===== config.mk =====
export PLATFORM = sky130hd
export DESIGN_NAME = dma_status_regs
export DESIGN_NICKNAME = d
export VERILOG_FILES = /design/src/rtl/bm_regs_pkg.sv /design/src/rtl/bm_edge_det.sv /design/src/rtl/bm_status_bits.sv /design/src/rtl/bm_byte_bank.sv /design/src/rtl/dma_status_regs.sv
export SDC_FILE = /design/constraint.sdc
export NUM_CORES = 1
export LEC_CHECK = 0
export ABC_CLOCK_PERIOD_IN_PS = 1700
export BUFFER_PORTS_ARGS = -buffer_cell sky130_fd_sc_hd__buf_4
export CAP_MARGIN = 10
export CORE_UTILIZATION = 29
export CTS_BUF_LIST = sky130_fd_sc_hd__clkbuf_2
export CTS_CLUSTER_SIZE = 40
export DETAILED_ROUTE_END_ITERATION = 10
export SYNTH_ARGS = -nofsm -noshare
export SYNTH_HDL_FRONTEND = slang
export SYNTH_HIERARCHICAL = 1
export SYNTH_SLANG_ARGS = --single-unit

===== constraint.sdc =====
create_clock -name clk_i -period 1.7 [get_ports clk_i]
set_input_delay 0.17 -clock clk_i [delete_from_list [all_inputs] [get_ports clk_i]]
set_output_delay 0.17 -clock clk_i [all_outputs]
set_load 0.02 [all_outputs]

===== src/rtl/bm_regs_pkg.sv =====
package bm_regs_pkg;

    // Status bits that hold state; bit 7 is a strap and bits 4:3 are constant.
    typedef struct packed {
        logic drv1_dma;
        logic drv0_dma;
        logic irq_flag;
        logic err_flag;
        logic act_flag;
    } status_t;

    localparam int unsigned BYTE_W = 8;

endpackage


===== src/rtl/bm_edge_det.sv =====
module bm_edge_det #(
    parameter int unsigned W = 1
) (
    input  logic         clk_i,
    input  logic         rst_ni,
    input  logic [W-1:0] sig_i,
    output logic [W-1:0] rise_o
);

    logic [W-1:0] prev_d, prev_q;

    always_comb begin
        prev_d = sig_i;
        rise_o = sig_i & ~prev_q;
    end

    always_ff @(posedge clk_i) begin
        if (!rst_ni) prev_q <= '0;
        else         prev_q <= prev_d;
    end

endmodule


===== src/rtl/bm_status_bits.sv =====
module bm_status_bits
    import bm_regs_pkg::*;
(
    input  logic        clk_i,
    input  logic        rst_ni,
    input  logic        wr_i,
    input  logic [7:0]  wdata_i,
    input  logic        irq_rise_i,
    input  logic        start_rise_i,
    input  logic        fw_err_set_i,
    input  logic        fw_act_clr_i,
    output status_t     stat_o
);

    status_t stat_d, stat_q;
    logic [7:0] clr_mask;

    always_comb begin
        clr_mask = wr_i ? wdata_i : 8'h00;
        stat_d   = stat_q;
        if (wr_i) begin
            stat_d.drv1_dma = wdata_i[6];
            stat_d.drv0_dma = wdata_i[5];
        end
        // set sources override clears in the same cycle
        stat_d.irq_flag = irq_rise_i   | (stat_q.irq_flag & ~clr_mask[2]);
        stat_d.err_flag = fw_err_set_i | (stat_q.err_flag & ~clr_mask[1]);
        stat_d.act_flag = start_rise_i | (stat_q.act_flag & ~fw_act_clr_i);
    end

    always_ff @(posedge clk_i) begin
        if (!rst_ni) stat_q <= '0;
        else         stat_q <= stat_d;
    end

    assign stat_o = stat_q;

endmodule


===== src/rtl/bm_byte_bank.sv =====
module bm_byte_bank #(
    parameter int unsigned NUM_BYTES = 4,
    parameter int unsigned AW        = 3,
    parameter int unsigned BASE      = 4
) (
    input  logic                          clk_i,
    input  logic                          rst_ni,
    input  logic                          wr_i,
    input  logic [AW-1:0]                 addr_i,
    input  logic [7:0]                    wdata_i,
    output logic [NUM_BYTES-1:0][7:0]     bytes_o
);

    logic [NUM_BYTES-1:0][7:0] bank_d, bank_q;
    logic [NUM_BYTES-1:0]      hit;

    for (genvar g = 0; g < NUM_BYTES; g++) begin : g_hit
        assign hit[g] = wr_i && (addr_i == AW'(BASE + g));
    end

    always_comb begin
        bank_d = bank_q;
        for (int i = 0; i < NUM_BYTES; i++) begin
            if (hit[i]) bank_d[i] = wdata_i;
        end
    end

    always_ff @(posedge clk_i) begin
        if (!rst_ni) bank_q <= '0;
        else         bank_q <= bank_d;
    end

    assign bytes_o = bank_q;

endmodule


===== src/rtl/dma_status_regs.sv =====
module dma_status_regs
    import bm_regs_pkg::*;
#(
    parameter int unsigned AW        = 3,
    parameter int unsigned STAT_OFS  = 2,
    parameter int unsigned DEV_OFS   = 3,
    parameter int unsigned PTR_OFS   = 4,
    parameter int unsigned PTR_BYTES = 4
) (
    input  logic          clk_i,
    input  logic          rst_ni,
    input  logic [AW-1:0] host_addr_i,
    input  logic          host_wr_i,
    input  logic [7:0]    host_wdata_i,
    output logic [7:0]    host_rdata_o,
    input  logic          irq_i,
    input  logic          start_i,
    input  logic          fw_err_set_i,
    input  logic          fw_act_clr_i,
    input  logic          simplex_cfg_i
);

    localparam logic [AW-1:0] STAT_A = AW'(STAT_OFS);
    localparam logic [AW-1:0] DEV_A  = AW'(DEV_OFS);

    logic [1:0]                rise;
    logic                      stat_wr;
    status_t                   stat;
    logic [0:0][7:0]           dev_byte;
    logic [PTR_BYTES-1:0][7:0] ptr_bytes;

    bm_edge_det #(.W(2)) i_edges (
        .clk_i  (clk_i),
        .rst_ni (rst_ni),
        .sig_i  ({start_i, irq_i}),
        .rise_o (rise)
    );

    assign stat_wr = host_wr_i && (host_addr_i == STAT_A);

    bm_status_bits i_status (
        .clk_i        (clk_i),
        .rst_ni       (rst_ni),
        .wr_i         (stat_wr),
        .wdata_i      (host_wdata_i),
        .irq_rise_i   (rise[0]),
        .start_rise_i (rise[1]),
        .fw_err_set_i (fw_err_set_i),
        .fw_act_clr_i (fw_act_clr_i),
        .stat_o       (stat)
    );

    bm_byte_bank #(.NUM_BYTES(1), .AW(AW), .BASE(DEV_OFS)) i_dev (
        .clk_i   (clk_i),
        .rst_ni  (rst_ni),
        .wr_i    (host_wr_i),
        .addr_i  (host_addr_i),
        .wdata_i (host_wdata_i),
        .bytes_o (dev_byte)
    );

    bm_byte_bank #(.NUM_BYTES(PTR_BYTES), .AW(AW), .BASE(PTR_OFS)) i_ptr (
        .clk_i   (clk_i),
        .rst_ni  (rst_ni),
        .wr_i    (host_wr_i),
        .addr_i  (host_addr_i),
        .wdata_i (host_wdata_i),
        .bytes_o (ptr_bytes)
    );

    always_comb begin
        host_rdata_o = 8'h00;
        if (host_addr_i == STAT_A) begin
            host_rdata_o = {simplex_cfg_i, stat.drv1_dma, stat.drv0_dma, 2'b00,
                            stat.irq_flag, stat.err_flag, stat.act_flag};
        end else if (host_addr_i == DEV_A) begin
            host_rdata_o = dev_byte[0];
        end
        for (int i = 0; i < PTR_BYTES; i++) begin
            if (host_addr_i == AW'(PTR_OFS + i)) host_rdata_o = ptr_bytes[i];
        end
    end

endmodule


==> summary.txt, run 1 <==
Worst setup path
  – Crit Path Class: reg -> out
  – CP cell instances: mux2_4 -> a221oi_2 -> a21oi_1 -> buf_4
  – FF-to-FF setup slack: around 0.5 ns
  – Crit path required time: around 1.5 ns
  – CP Launch Type: flop
  – FF-to-FF End: i_status/stat_o[1]
  – Worst setup path endpoint: host_rdata_o[1]
  – R2R Path Start: i_status/stat_o[1]
  – Arrival time of the worst setup path: 1.53 ns
  – Crit path max-delay cell type: dfxtp_1
  – CP startpoint: i_ptr/bytes_o[17]
  – Crit Path Max Fanout: 2
  – CP endpoint kind: primary output
  – CP max stage delay: 0.37 ns
  – R2R cell count: 3

Route
  – DR vias/cell: approximately 4.6
  – Initial DRC count: 81
  – Vias: between 1500 and 2000
  – Detail Route Antenna Nets: 0
  – DRC viols: 0
  – Drt wl/cell: about 13 um
  – DRT Wirelength: roughly 5000 um
  – DRT Pass-1 Iters: 4

Timing
  – Highest clock rate: ~590 MHz
  – Final Cycle Share: 100.1%
  – Normalized max-slew margin: around two thirds
  – RSZ-0062 raised after global routing: true
  – Max Clock Skew: ~0.024 ns
  – Fin crit period: roughly 1.7 ns
  – Final Setup Violations: 1
  – Worst slew pin tran: 0.4811 ns
  – Final Hold Fails: 0
  – Fin worst setup slack: -0.001485 ns
  – Worst hold slack: ~0.18 ns
  – Max-slew violations: 0

Floorplanning
  – Initial Util: between 20 and 30%
  – Cell Rows: 32
  – DIE WIDTH: about 91 um
  – # IOs: 27
  – Core footprint: slightly below 0.008 mm2
  – Chip Height: roughly 91 um
  – Die Area: approximately 0.0083 mm2

Final layout
  – Area Growth Syn to Fin: 21.90%
  – Share of layout cells above drive strength 1: roughly 23%
  – Utilization after layout: a little over a third
  – Nets: 294
  – N_diodes: 0
  – # fillers: between 700 and 800

Clocking
  – Number of CTS-inserted buffers: 5
  – Post-CTS setup buffers: 0
  – Clock Sink Count: 47
  – Max clock buf depth: 2
  – H-tree depth: 2
  – Worst-Skew Late Latency: ~0.42 ns
  – CTS tree: built
  – CTS Root Cell: clkbuf_2
  – Clock-pin slew on the worst setup and hold paths: between 0.2 and 0.3 ns

Yosys
  – Post-Synthesis Cells: 233
  – Ys Warns: 6
  – Synth top area share: 40.76%
  – Main synth FF type: dfxtp_1
  – EDFF count, synth: 0
  – Commonest cells post-synth: 57 x nand2_1, 47 x dfxtp_1, 46 x mux2i_1
  – Biggest area consumer among synthesized cells: dfxtp_1
  – Ys async rst share: 0%
  – Cell with the most instances after synthesis: nand2_1
  – Net Count, Synth: 252
  – Seq/Total Area, Yosys: 40.76%
  – Yosys reg bits: 47
  – Mapped Avg Cell Area: 9.908 um2
  – Cell area after synthesis: between 0.002 and 0.0025 mm2
  – Yosys cell types: 32
  – Largest cells by area after synthesis: dfxtp_1 41%, mux2i_1 20%, nand2_1 9.3%, mux2_4 3.3%, a221oi_2 2.6%

Placed design
  – Port bufs: 26
  – Placed wire-length estimate: about 3500 um
  – GP Congestion: 0.7060

Power and ir drop
  – Peak supply drop: roughly 250 uV
  – Leak pwr: roughly 1.2 nW
  – Power, Total: 2.061 mW
  – Pwr dens: 732.6 mW/mm2

Global routing
  – Global-route usage over all layers: ~13%
  – Global-route wire length before repair: 8445 um
  – Grt ovf: 0
  – Number of global-route vias before repair: 1692
  – Initial antenna violation count: 0
  – Largest net degree at the start of global routing: between 50 and 60

Job
  – Max-cap viol count: 0

Run status
  – Status: finished with violations
  – Failing checks: setup timing

Min path
  – Min-delay worst type: in -> reg
## worst max-delay path: cells and delay by family (launching register included)
| kind | cells | cell delay [ns] |
|---|---|---|
| compound gates | 2 | 0.29 |
| mux | 1 | 0.26 |
| flops | 1 | 0.37 |
| buf+inv | 1 | 0.18 |
## registers in the layout (all words and copies together) (netlist names)
register,flops
i_dev/bytes_o,8
i_ptr/bytes_o,32
i_edges/prev_q,2
i_status/stat_o,5
## report_power, final
| group | switching (mW) | leakage [nW] | internal, mW |
|---|---|---|---|
| Clock | 0.375 | 0.0404 | 0.241 |
| Combinational | 0.149 | 0.820 | 0.145 |
| Sequential | 0.0160 | 0.383 | 1.14 |
## cells by family after synthesis
| logic type | synth area share [%] |
|---|---|
| AOI/OAI and AO/OA | 9.214 |
| buffers and inverters | 6.016 |
| DFF | 40.76 |
| muxes | 24.66 |
| and+or+nand+nor | 19.35 |
## layer usage
metal  vias to the layer above  global-route usage, %  routed length, um  share of wire (%)
met3                         5                  2.596                129                2.6
met2                        23                  20.08               2248                 45
met4                         0                  3.571                 49               0.98
met5                         -                      0                  0                  0
li1                        903                      -                  -                  -
met1                       811                  18.18               2597                 52
## per-stage QoR
stage	TNS (ns)	cells	cell area [um2]	worst slack [ns]
after detailed placement	0	358	2625	0.2237
final	-0.001485	378	2814	-0.001485
after global placement	0	358	2625	0.2351
after floorplan	0	233	2308	0.1938
after global routing	-0.3823	378	2814	-0.1192
after CTS	-0.09486	378	2810	-0.03684
## how the worst min path moves through the flow
stage,from,endpoint,slack [ns],cells after the start
after detailed placement,irq_i,i_edges/prev_q[0],0.39,2
after global placement,host_wdata_i[1],i_status/stat_o[1],0.39,2
final,rst_ni,i_status/stat_o[0],0.18,2
after global routing,host_wr_i,i_ptr/bytes_o[28],0.16,4
after CTS,host_wr_i,i_ptr/bytes_o[28],0.16,4
after floorplan,host_wdata_i[1],i_status/stat_o[1],0.28,1
## layout by cell type (no fill, tap or decap), types with 2 or more instances in the layout
cell type	count
nand4_1	2
mux2_4	5
a21oi_1	4
nand4bb_1	3
and4b_1	2
clkbuf_2	5
nor2b_4	2
nand3_1	2
mux2_1	3
inv_1	2
nand3b_1	3
buf_4	40
o2bb2ai_1	2
nand2_1	57
dlygate4sd3_1	12
a22o_1	4
nand4b_1	3
a31oi_1	2
and2_1	2
o21ai_0	5
dfxtp_2	4
a221oi_2	4
mux2i_1	46
nor2b_1	6
a22oi_1	4
dfxtp_1	43
## cell type report
cell class                 count  area [um2]  area share, %
multi-input combinational    166        1229          43.66
clock inverter                 3       38.79          1.378
tap                          102       127.6          4.535
sequential                    47       945.9          33.61
timing repair buffer          53       440.4          15.65
inverter                       2       7.507         0.2668
clock buffer                   5       25.02         0.8893
## timing repair
action	CTS	global route
endpoints found under the hold margin	15	0
resized for setup	1	3
pin swaps	1	1
setup endpoints to repair	4	4
hold buffers	12	0
(Power assumes the default switching activity.)
==> run 2, diff against run 1 <==
- ABC_CLOCK_PERIOD_IN_PS: 1700 -> 2100
- CAP_MARGIN: 10 -> default
- clock period: 1.7 -> 2.1 ns (I/O delays scaled with it)
==> run 2 against run 1 <==
Against the previous run:
- the flow now finishes without violations
- sequential power down 19%
- die area is the same
- combinational power decreased by 26%
- clock skew fell by 0.024 ns
- critical endpoint unchanged
- largest power group unchanged
==> summary.txt, run 2 (synthesized netlist as in run 1, its figures left out) <==
Run status
  – Status: finished, final reports clean

Power and ir drop
  – Peak supply drop: 180.9 uV (-29%)
  – Pwr dens: 570.7 mW/mm2 (-22%)
  – Leak pwr: 1.156 nW (-7.0%)

Placed design
  – Port bufs: 26 (unchanged)
  – GP Congestion: 0.6959 (-1.4%)
  – Placed wire-length estimate: 3097 um (-11%)
  – Dpl ws: 0.5035 ns (+0.2798 ns)

Global routing
  – Global-route wire length before repair: 8273 um (-2.0%)
  – Largest net degree at the start of global routing: 64 (+21%)
  – Initial antenna violation count: 0 (unchanged)
  – Global-route usage over all layers: 12.58% (-0.37 points)
  – Grt ovf: 0 (unchanged)
  – Number of global-route vias before repair: 1696 (+0.24%)

Final layout
  – # fillers: 810 (+1.9%)
  – Area Growth Syn to Fin: 15.23%
  – Commonest cells after routing, fill and taps aside: 57 x nand2_1, 47 x dfxtp_1, 46 x mux2i_1
  – Share of layout cells above drive strength 1: 18.32% (-4.9 points)
  – Nets: 280 (-4.8%)
  – N_diodes: 0 (unchanged)
  – Most common cell after layout, fill and taps aside: nand2_1
  – Max reg flops: 32 (unchanged)
  – Register Area: 940.9 um2 (-0.53%)
  – Multi-input combinational cell area: 0.001229 mm2 (unchanged)

Clocking
  – Post-CTS setup buffers: 0 (unchanged)
  – Post_cts resized: 0 (-1)
  – Number of CTS-inserted buffers: 5 (unchanged)
  – H-tree depth: 2 (unchanged)
  – Hold_buf cts: 6 (-6)
  – Clock-pin slew on the worst setup and hold paths: 0.25 ns (about the same)
  – CTS tree: built
  – Clock Sink Count: 47 (unchanged)
  – Max clock buf depth: 2 (unchanged)
  – CTS Root Cell: clkbuf_2
  – Worst-Skew Late Latency: 0.39 ns (-0.03 ns)

Worst setup path
  – Arrival time of the worst setup path: 1.53 ns (about the same)
  – CP endpoint kind: primary output
  – Crit path required time: 1.89 ns (+0.36 ns)
  – CP Launch Type: flop
  – Crit Path Max Fanout: 2 (unchanged)
  – Crit Path Class: reg -> out

Floorplanning
  – # IOs: 27 (unchanged)
  – Core footprint: 0.007727 mm2 (unchanged)
  – Cell Rows: 32 (unchanged)
  – DIE WIDTH: 91.22 um (unchanged)
  – Chip Height: 91.22 um (unchanged)
  – Die Area: 0.008321 mm2 (unchanged)
  – Initial Util: 29.87% (unchanged)

Route
  – DRT Wirelength: 4907 um (-2.3%)
  – DRC viols: 0 (unchanged)
  – Vias: 1741 (-0.057%)
  – DR vias/cell: 4.783 (+3.8%)
  – Drt wl/cell: 13.48 um (+1.4%)
  – Detail Route Antenna Nets: 0 (unchanged)
  – DRT Pass-1 Iters: 4 (unchanged)
  – Initial DRC count: 67 (-17%)

Timing
  – Max Clock Skew: 0.0001398 ns (-0.02386 ns)
  – Max-slew violations: 0 (unchanged)
  – Final Cycle Share: 82.87%
  – Highest clock rate: 574.6 MHz
  – RSZ-0062 raised after global routing: false
  – Final Setup Violations: 0 (-1)
  – Final Hold Fails: 0 (unchanged)
  – Fin worst setup slack: 0.3597 ns (+0.3612 ns)
  – Worst slew pin tran: 0.6060 ns (+0.1249 ns)
  – Normalized max-slew margin: 59.60% (-8.3 points)
  – Fin Setup TNS: 0 ns (+0.001485 ns)
  – Fin crit period: 1.740 ns

Min path
  – Min-delay worst type: in -> reg

Job
  – Max-cap viol count: 0 (unchanged)
[run 2: changes by cell type in the layout (fill, tap and decap cells not counted), sizes merged]
cell	change
dlygate4sd3	-3
bufinv	-1
clkinvlp	+1
buf	-11
[run 2: critical path, cell delays in order (launching register included)]
cell	delay, ns
dfxtp_1	0.37
mux2_4	0.27
a221oi_2	0.21
a21oi_1	0.08
buf_4	0.18
[run 2: layout make-up]
class	instances	share of cell area (%)
timing repair buffer	39	11.85
multi-input combinational	166	46.19
sequential	47	35.37
clock inverter	3	0.5644
inverter	2	0.2822
tap	102	4.798
clock buffer	5	0.9407
[run 2: stage by stage]
stage	cells	hold WS, ns	utilization, %	power [mW]	cell area [um2]
after global routing	364	0.01382	34.42	1.605	2660
final	364	0.03668	34.42	1.518	2660
after detailed placement	347	0.4280	32.74	1.156	2530
after global placement	347	0.4279	32.74	1.153	2530
after CTS	361	0.001835	34.04	1.532	2630
after floorplan	233	0.3173	-	1.089	2308
[run 2: per-layer routing]
| metal | vias up | GRT usage, % | routed length, um |
|---|---|---|---|
| met4 | 0 | 4.894 | 91 |
| met1 | 824 | 17.13 | 2425 |
| li1 | 871 | - | - |
| met5 | - | 0 | 0 |
| met3 | 9 | 2.513 | 178 |
| met2 | 37 | 19.51 | 2212 |
[run 2: worst paths after layout]
kind                      start                 end  slack [ns]  cells after the start
max          i_status/stat_o[1]     host_rdata_o[1]        0.36                      4
min             host_wdata_i[6]    i_dev/bytes_o[6]        0.04                      3
max reg2reg   i_edges/prev_q[0]  i_status/stat_o[2]        1.34                      3
min reg2reg    i_dev/bytes_o[5]    i_dev/bytes_o[5]        0.47                      2
[run 2: where the power goes]
part	switching, mW	total (mW)	internal [mW]	leakage [nW]
Combinational	0.118	0.219	0.101	0.751
Sequential	0.0122	0.931	0.918	0.382
Clock	0.294	0.368	0.0742	0.0241
